[src/rtl/sync_serial_pkg.sv]
// Package: shared types and helpers for the synchronous serial master.
// Assumes: the prescaler code 2'b11 is never programmed. If it is, it is treated like /32.
package sync_serial_pkg;

    localparam int PRE_W = 5;

    typedef enum logic [1:0] {
        SRC_DIV1  = 2'b00,
        SRC_DIV8  = 2'b01,
        SRC_DIV32 = 2'b10,
        SRC_RSVD  = 2'b11
    } src_sel_e;

    // Returns the terminal count of the prescaler for a source code.
    function automatic logic [PRE_W-1:0] presc_last(input src_sel_e s);
        case (s)
            SRC_DIV1: presc_last = PRE_W'(0);
            SRC_DIV8: presc_last = PRE_W'(7);
            default:  presc_last = PRE_W'(31);
        endcase
    endfunction

endpackage

[src/rtl/ssm_baud.sv]
// Module: baud generator. It produces one half_tick per half period of the transfer clock.
// Assumes: src_sel and div stay stable while run is high. The counters clear while run is low,
// so the first tick comes a full half period after run rises.
module ssm_baud
    import sync_serial_pkg::*;
#(
    parameter int DIV_W = 8
) (
    input  logic             clk,
    input  logic             rst_n,
    input  logic             run,
    input  logic [1:0]       src_sel,
    input  logic [DIV_W-1:0] div,
    output logic             half_tick
);

    logic [PRE_W-1:0] pre_cnt;
    logic [PRE_W-1:0] pre_lim;
    logic [DIV_W-1:0] div_cnt;
    logic             pre_wrap;

    assign pre_lim   = presc_last(src_sel_e'(src_sel));
    assign pre_wrap  = (pre_cnt == pre_lim);
    assign half_tick = run && pre_wrap && (div_cnt == div);

    // Purpose: advance the prescaler, then the divider, while a transfer runs.
    always_ff @(posedge clk) begin
        if (!rst_n || !run) begin
            pre_cnt <= '0;
            div_cnt <= '0;
        end else if (pre_wrap) begin
            pre_cnt <= '0;
            div_cnt <= (div_cnt == div) ? '0 : div_cnt + 1'b1;
        end else begin
            pre_cnt <= pre_cnt + 1'b1;
        end
    end

    a_r2_div_bound: assert property (@(posedge clk) disable iff (!rst_n)
        run |-> (div_cnt <= div));
    a_r2_pre_bound: assert property (@(posedge clk) disable iff (!rst_n)
        (pre_cnt <= pre_lim));

endmodule

[src/rtl/ssm_codec.sv]
// Module: bit-order and logic-inversion codec. It is purely combinational.
// tx_word is laid out so that bit 0 goes onto the wire first. rx_wire holds the first received bit in bit 0.
module ssm_codec #(
    parameter int W = 8
) (
    input  logic         msb_first,
    input  logic         invert,
    input  logic [W-1:0] tx_byte,
    output logic [W-1:0] tx_word,
    input  logic [W-1:0] rx_wire,
    output logic [W-1:0] rx_byte
);

    logic [W-1:0] tx_rev;
    logic [W-1:0] rx_rev;

    // Purpose: build the bit-reversed copies of both directions.
    for (genvar i = 0; i < W; i++) begin : g_rev
        assign tx_rev[i] = tx_byte[W-1-i];
        assign rx_rev[i] = rx_wire[W-1-i];
    end

    assign tx_word = (msb_first ? tx_rev : tx_byte) ^ {W{invert}};
    assign rx_byte = (msb_first ? rx_rev : rx_wire) ^ {W{invert}};

endmodule

[src/rtl/ssm_shifter.sv]
// Module: shift engine. Each half_tick toggles the raw transfer clock, which idles at 0.
// The leading edge samples sdi and the trailing edge moves to the next output bit.
// After 2*W half periods, done pulses for one cycle.
// Assumes: start is ignored while busy.
module ssm_shifter #(
    parameter int W = 8
) (
    input  logic         clk,
    input  logic         rst_n,
    input  logic         start,
    input  logic [W-1:0] tx_word,
    input  logic         half_tick,
    input  logic         sdi,
    output logic         busy,
    output logic         sclk_raw,
    output logic         sdo_bit,
    output logic         done,
    output logic [W-1:0] rx_wire
);

    localparam int CNT_W = $clog2(2 * W);
    localparam logic [CNT_W-1:0] LAST = CNT_W'(2 * W - 1);

    logic [CNT_W-1:0] edge_cnt;
    logic [W-1:0]     tx_sr;
    logic [W-1:0]     rx_sr;

    assign sdo_bit = tx_sr[0];
    assign rx_wire = rx_sr;

    // Purpose: run the transfer sequence from start to the final trailing edge.
    always_ff @(posedge clk) begin
        if (!rst_n) begin
            busy     <= 1'b0;
            sclk_raw <= 1'b0;
            edge_cnt <= '0;
            tx_sr    <= '1;
            rx_sr    <= '0;
            done     <= 1'b0;
        end else begin
            done <= 1'b0;
            if (start && !busy) begin
                busy     <= 1'b1;
                sclk_raw <= 1'b0;
                edge_cnt <= '0;
                tx_sr    <= tx_word;
            end else if (busy && half_tick) begin
                sclk_raw <= ~sclk_raw;
                edge_cnt <= edge_cnt + 1'b1;
                if (!sclk_raw) begin
                    rx_sr <= {sdi, rx_sr[W-1:1]};
                end else begin
                    tx_sr <= {1'b1, tx_sr[W-1:1]};
                end
                if (edge_cnt == LAST) begin
                    busy <= 1'b0;
                    done <= 1'b1;
                end
            end
        end
    end

    a_r3_raw_idle_low: assert property (@(posedge clk) disable iff (!rst_n)
        !busy |-> !sclk_raw);
    a_r3_done_after_busy: assert property (@(posedge clk) disable iff (!rst_n)
        done |-> $past(busy));
    a_r3_done_single: assert property (@(posedge clk) disable iff (!rst_n)
        done |=> !done);

endmodule

[src/rtl/sync_serial_master.sv]
// Module: top of the clock-synchronous serial master transceiver.
// It holds the transmit buffer and receive buffer, decides when a transfer starts
// (normal or continuous receive), applies flow control and forms the interrupt.
// Assumes: the cfg_* inputs change only while flag_tx_shift_empty is 1.
module sync_serial_master #(
    parameter int DATA_W = 8,
    parameter int DIV_W  = 8
) (
    input  logic              clk,
    input  logic              rst_n,
    input  logic [1:0]        cfg_src_sel,
    input  logic [DIV_W-1:0]  cfg_brg_div,
    input  logic              cfg_clk_pol,
    input  logic              cfg_msb_first,
    input  logic              cfg_invert,
    input  logic              cfg_tx_en,
    input  logic              cfg_rx_en,
    input  logic              cfg_hs_off,
    input  logic              cfg_hs_rts,
    input  logic              cfg_irq_on_done,
    input  logic              cfg_cont_rx,
    input  logic              tx_wr,
    input  logic [DATA_W-1:0] tx_data,
    input  logic              rx_rd,
    output logic [DATA_W-1:0] rx_data,
    output logic              flag_tx_buf_empty,
    output logic              flag_tx_shift_empty,
    output logic              flag_rx_full,
    output logic              tx_irq,
    output logic              sclk,
    output logic              sdo,
    input  logic              sdi,
    input  logic              cts,
    output logic              rts
);

    logic [DATA_W-1:0] tb_data;
    logic              tb_full;
    logic [DATA_W-1:0] rx_buf;
    logic              rx_full;
    logic              real_xfer;

    logic              eng_busy;
    logic              eng_done;
    logic              eng_raw;
    logic              eng_sdo;
    logic [DATA_W-1:0] eng_rx_wire;
    logic              half_tick;

    logic [DATA_W-1:0] enc_word;
    logic [DATA_W-1:0] dec_byte;
    logic [DATA_W-1:0] word_in;

    logic              cts_mode;
    logic              rts_mode;
    logic              tx_go;
    logic              cr_go;
    logic              start;
    logic              load;

    // Purpose: decode the flow-control mode.
    assign cts_mode = !cfg_hs_off && !cfg_hs_rts;
    assign rts_mode = !cfg_hs_off &&  cfg_hs_rts;

    // Purpose: decide whether a real byte or a filler byte may start a transfer.
    always_comb begin
        tx_go = cfg_tx_en && tb_full && !(cts_mode && cts);
        cr_go = cfg_rx_en && cfg_cont_rx && !tb_full && !rx_full;
        start = !eng_busy && !eng_done && (tx_go || cr_go);
        load  = start && tx_go;
        word_in = tx_go ? enc_word : {DATA_W{1'b1}};
    end

    ssm_codec #(.W(DATA_W)) u_codec (
        .msb_first (cfg_msb_first),
        .invert    (cfg_invert),
        .tx_byte   (tb_data),
        .tx_word   (enc_word),
        .rx_wire   (eng_rx_wire),
        .rx_byte   (dec_byte)
    );

    ssm_baud #(.DIV_W(DIV_W)) u_baud (
        .clk       (clk),
        .rst_n     (rst_n),
        .run       (eng_busy),
        .src_sel   (cfg_src_sel),
        .div       (cfg_brg_div),
        .half_tick (half_tick)
    );

    ssm_shifter #(.W(DATA_W)) u_shift (
        .clk       (clk),
        .rst_n     (rst_n),
        .start     (start),
        .tx_word   (word_in),
        .half_tick (half_tick),
        .sdi       (sdi),
        .busy      (eng_busy),
        .sclk_raw  (eng_raw),
        .sdo_bit   (eng_sdo),
        .done      (eng_done),
        .rx_wire   (eng_rx_wire)
    );

    // Purpose: maintain the transmit holding buffer. A write in the load cycle refills it.
    always_ff @(posedge clk) begin
        if (!rst_n) begin
            tb_full <= 1'b0;
            tb_data <= '0;
        end else if (tx_wr) begin
            tb_full <= 1'b1;
            tb_data <= tx_data;
        end else if (load) begin
            tb_full <= 1'b0;
        end
    end

    // Purpose: remember whether the running transfer carries real transmit data.
    always_ff @(posedge clk) begin
        if (!rst_n) begin
            real_xfer <= 1'b0;
        end else if (start) begin
            real_xfer <= tx_go;
        end
    end

    // Purpose: capture the received byte and clear the full flag on a read.
    always_ff @(posedge clk) begin
        if (!rst_n) begin
            rx_buf  <= '0;
            rx_full <= 1'b0;
        end else if (eng_done && cfg_rx_en) begin
            rx_buf  <= dec_byte;
            rx_full <= 1'b1;
        end else if (rx_rd) begin
            rx_full <= 1'b0;
        end
    end

    // Purpose: generate the one-cycle transmit interrupt from the selected cause.
    always_ff @(posedge clk) begin
        if (!rst_n) begin
            tx_irq <= 1'b0;
        end else begin
            tx_irq <= cfg_irq_on_done ? (eng_done && real_xfer) : load;
        end
    end

    assign rx_data             = rx_buf;
    assign flag_tx_buf_empty   = !tb_full;
    assign flag_tx_shift_empty = !eng_busy;
    assign flag_rx_full        = rx_full;
    assign sclk                = eng_raw ^ cfg_clk_pol;
    assign sdo                 = eng_busy ? eng_sdo : 1'b1;
    assign rts                 = rts_mode ? !(cfg_rx_en && !rx_full) : 1'b1;

    a_r3_idle_level: assert property (@(posedge clk) disable iff (!rst_n)
        !eng_busy |-> (sclk == cfg_clk_pol));
    a_r6_buffer_to_shifter: assert property (@(posedge clk) disable iff (!rst_n)
        $fell(tb_full) |-> eng_busy);
    a_r7_full_after_done: assert property (@(posedge clk) disable iff (!rst_n)
        $rose(rx_full) |-> $past(eng_done));
    a_r8_irq_pulse: assert property (@(posedge clk) disable iff (!rst_n)
        tx_irq |=> !tx_irq);
    a_r10_cts_holds: assert property (@(posedge clk) disable iff (!rst_n)
        (cts_mode && cts && !cfg_cont_rx && !eng_busy) |=> !eng_busy);
    a_r11_rts_full: assert property (@(posedge clk) disable iff (!rst_n)
        (rts_mode && rx_full) |-> rts);
    a_r13_sdo_idle: assert property (@(posedge clk) disable iff (!rst_n)
        !eng_busy |-> sdo);

endmodule

[config.mk]
export PLATFORM = sky130hd
export DESIGN_NAME = sync_serial_master
export DESIGN_NICKNAME = d
export VERILOG_FILES = /design/src/rtl/sync_serial_pkg.sv /design/src/rtl/ssm_baud.sv /design/src/rtl/ssm_codec.sv /design/src/rtl/ssm_shifter.sv /design/src/rtl/sync_serial_master.sv
export SDC_FILE = /design/constraint.sdc
export NUM_CORES = 1
export LEC_CHECK = 0
export ABC_AREA = 1
export BUFFER_PORTS_ARGS = -buffer_cell sky130_fd_sc_hd__buf_2
export CORE_ASPECT_RATIO = 0.8
export CORE_MARGIN = 5
export CORE_UTILIZATION = 45
export CTS_BUF_LIST = sky130_fd_sc_hd__clkbuf_4 sky130_fd_sc_hd__clkbuf_8
export DETAILED_ROUTE_END_ITERATION = 16
export PLACE_DENSITY = 0.76
export SLEW_MARGIN = 20
export SYNTH_ARGS = -nofsm -noshare
export SYNTH_HDL_FRONTEND = slang
export SYNTH_SLANG_ARGS = --single-unit
export TNS_END_PERCENT = 100
[constraint.sdc]
create_clock -name clk -period 1.9 [get_ports clk]
set_clock_uncertainty 0.2 [all_clocks]
set_input_delay 0.285 -clock clk [delete_from_list [all_inputs] [get_ports clk]]
set_output_delay 0.285 -clock clk [all_outputs]
set_load 0.05 [all_outputs]
==> summary.md <==
The H-tree was split into 2 levels. In this run the critical register-to-register path is captured at u_baud.div_cnt[5]. In the routed design, unresolved DRC markers number 0.

Startpoint of the most critical register-to-register path: u_baud.pre_cnt[2]. No sink is reached through more buffers than the 2 on the longest clock path. The number of antenna diodes in the final layout is 0. The aggregate global routing overflow came out at 0. The measured slew at the worst slew-check pin was 446 ps; the count of placed standard cells in the final layout, fillers left out was 582. Counting the buffers created by CTS gives 5.

The tools report the remaining antenna violation count after routing as 0. In this run the most critical hold path is launched from rx_rd. The logs give 120 for the DRC violation total after the first TritonRoute iteration and 1130 um2 for the register cell area after layout. The tools report the number of antenna violations at the first check in global routing as 0. The Yosys step of the flow raised 0 warnings.

The first global-routing pass estimated 11100 um of wire. After floorplanning, the core was sized to cover 6440 um2. The largest single stage delay on the critical path is 380 ps.

The routed via count is 2846. The floorplan has 26 rows. Adding up every negative setup slack in the final design gives 0 ps. The worst-case IR drop observed on VDD is 0.322 mV. Counting flops with a built-in enable in the synthesized netlist gives 0. For the top-level I/O count, the log shows 48. The tools report the start point of the critical path as u_shift.busy. STA classifies the critical path endpoint as an output pin.

The die is 101 um wide. For this run, the top clock speed supported by timing is 548 MHz. The synthesized area divided by synthesized cell count is 6.74 um2.

Among all flip-flop cells after synthesis, the most frequent one is dfxtp_1. The clock period minus final worst setup slack is 1830 ps. The initial utilization of the core area, before any placement, comes to 46.7%.

For the post-detailed-routing wire length, the log shows 6610 um. In the post-synthesis netlist, the biggest area contributors are dfxtp_1, nand2_1, inv_1, a21oi_1, nand3_1. Traced cell by cell, the critical path runs through inv_1 > or2_2 > buf_2. The fraction of post-synthesis cell area in the top cell type by area was 37.3%; the sink count of the clock tree was 56. The flow ran to the end, and the final reports show no timing, DRC or antenna violations. The count of buffer and inverter cells on the critical path is 2, and the height of the chip is 83.1 um. Buffers placed on the I/O ports in this run total 47. For the worst setup path, the data arrival time is 1340 ps.

Entering global routing, the biggest net connects 33 pins. The critical path runs through a total of 3 cells. Slowest library cell on the worst path: dfxtp_1. The logs give 625 for the final-layout fill cell count and 446 for the instance count of the mapped netlist. STA classifies the critical path startpoint as a flip-flop. By startpoint and endpoint, the worst setup path is classified as flip-flop to output pin. The global-route usage over all layers is 15.6%, and the share of the clock period used by the worst path after layout is 96.1%. Cell leakage power: 1.66 nW. The family with the most delay on the worst path is flip-flops. The total die area came out at 8430 um2. The min-delay analysis places its worst path in the category input pin to flip-flop. The final hold violation count is 0. The fraction of layout cells with a size suffix above 1 is 19.3%. The worst-skew pair later-pin latency is 320 ps, and the number of optimization iterations in the first detailed-route pass is 4. Setup violations remaining at the end of the flow were counted as 0.

The post-synthesis sequential element count was 56; the number of global-route vias before repair was 2534. In the final layout, the multi-input gates occupy 1620 um2. The tools report the destination of the critical timing path as sdo. In this run the power density over the cells is 651 nW/um2. In the final design database the tool counted 533 nets. Synthesis instantiated 33 different standard cells from the library. The net count of the mapped netlist was 482; the data required time of the critical path was 1410 ps.

After synthesis, the share of flip-flops with an asynchronous set or reset is 0%. Largest area contributor in the netlist: dfxtp_1. The tools report the number of max-slew violations in the final report as 0. The portion of the post-synthesis area used by sequential elements was 37.3%; the clock input transition at the sequential cells of the worst setup and hold paths was 100 ps.

The wire length per cell is 11.4 um, and the final HPWL from detailed placement is 4950 um. In this run the worst path has a maximum fanout of 3. The run gives 70.3% as the tightest slew margin relative to the limit.

TritonCTS built the clock tree. Measured in cells, the most critical reg-to-reg path has a length of 10. The setup slack of the most critical reg-to-reg path was 140 ps; the instance count after placement with tap cells included was 569.

Max-cap violations in this run came to 0. The number of vias per cell was 4.89; the post-synthesis cell area was 3010 um2. Along the worst hold path, the cell count comes to 4. The layout overhead on the synthesized area came out at 16.8%.

The root buffer selected by CTS is clkbuf_8. The congestion estimate from routability-driven global placement came to 0.791.
==> cells in the mapped netlist, types with 2 or more instances <==
master	n
a21oi_1	40
buf_1	2
buf_2	2
clkbuf_1	10
dfxtp_1	56
ha_1	3
inv_1	57
inv_2	2
nand2_1	119
nand2_2	6
nand3_1	39
nand3_2	2
nand3_4	2
nand4_1	8
nor2_1	35
nor2_2	4
nor3_1	2
o21ai_0	28
o21ai_1	2
o221ai_1	6
or2_2	2
xnor2_1	3
xor2_1	6
==> stage by stage <==
step | utilization (%) | area [um2] | hold slack, ps | power (mW) | setup WS [ps]
detailed placement | 51.7 | 3330 | 253 | 1.62 | -16.8
finish | 54.5 | 3510 | 19.7 | 2.29 | 74.9
CTS | 53.3 | 3440 | 31.5 | 2.29 | 14.7
floorplan | - | 3010 | 220 | 1.52 | 32.2
global placement | 51.7 | 3330 | 241 | 1.61 | 6.39
global route | 54.5 | 3510 | 34.0 | 2.40 | -1.47
==> worst reg2reg max path, cell delays in order, from the launching register on <==
cell and delay [ps]:
dfxtp_1 430, inv_1 90, o21bai_2 210, nand2_2 90, nor2_4 50, buf_12 140
nand2_1 80, nand2_2 70, inv_1 140, o21ai_0 110, nor2_1 90
==> cells by family after synthesis <==
kind of cell,Yosys count,synth area share (%)
AO/OA/AOI/OAI,80,14.8
XOR/XNOR,9,2.62
adder cells (fa/ha/maj),3,1.25
buffers and inverters,74,9.57
flip-flops,56,37.3
AND/OR/NAND/NOR,224,34.5
==> cell usage in the layout, fill, tap and decap left out, drive strengths merged <==
master / n
clkinv: 1
o221ai: 6
clkbuf: 7
xnor2: 3
nand3: 43
a21oi: 41
a211oi: 1
nor3: 2
nor2: 41
ha: 3
clkinvlp: 1
nand4: 10
nand2: 125
dlygate4sd3: 1
inv: 59
nand3b: 1
xor2: 6
o21ai: 30
or2: 2
buf: 57
o21bai: 2
dfxtp: 56
==> repair_timing <==
item | CTS | global route
setup buffers | 0 | 4
gates resized for setup | 0 | 8
endpoints found under the hold margin | 1 | 0
endpoints found under the setup margin | 0 | 25
hold buffers | 1 | 0
==> sequential cells by signal, summed over array words and instances (netlist names), 4 cells and up <==
signal            cells
u_shift.edge_cnt      4
rx_data               8
tb_data               8
u_baud.div_cnt        8
u_baud.pre_cnt        5
u_shift.tx_sr         8
u_shift.rx_wire       8
==> power breakdown <==
part / leakage (nW) / total [mW] / internal, mW / switching [mW]
Clock: 0.0448 / 0.682 / 0.278 / 0.404
Sequential: 0.458 / 1.23 / 1.21 / 0.0215
Combinational: 1.15 / 0.371 / 0.130 / 0.241
Total: 1.66 / 2.29 / 1.62 / 0.666
==> metal layers <==
metal  part of all wire (%)  GRT usage (%)  wire [um]  vias to the layer above
met5                      0              0          0                        -
met4                    1.6           4.71        104                        0
met3                    3.6           2.35        236                       12
met2                     47           25.4       3110                       43
met1                     48           21.3       3160                     1249
li1                       -              -          -                     1542
==> how the worst min path moves through the flow <==
stage                     slack, ps                end
after global placement          240  u_baud.pre_cnt[0]
final                            20       flag_rx_full
after CTS                        30       flag_rx_full
after floorplan                 220         tb_data[0]
after global routing             30       flag_rx_full
after detailed placement        250  u_baud.pre_cnt[0]
==> layout make-up <==
type | count | share of cell area, %
clock buffer | 6 | 2.17
clock inverter | 2 | 0.463
inverter | 59 | 6.31
multi-input combinational | 316 | 46.0
sequential | 56 | 32.1
tap | 84 | 2.99
timing repair buffer | 59 | 9.98
No activity file was read; power rests on OpenSTA's default activity.
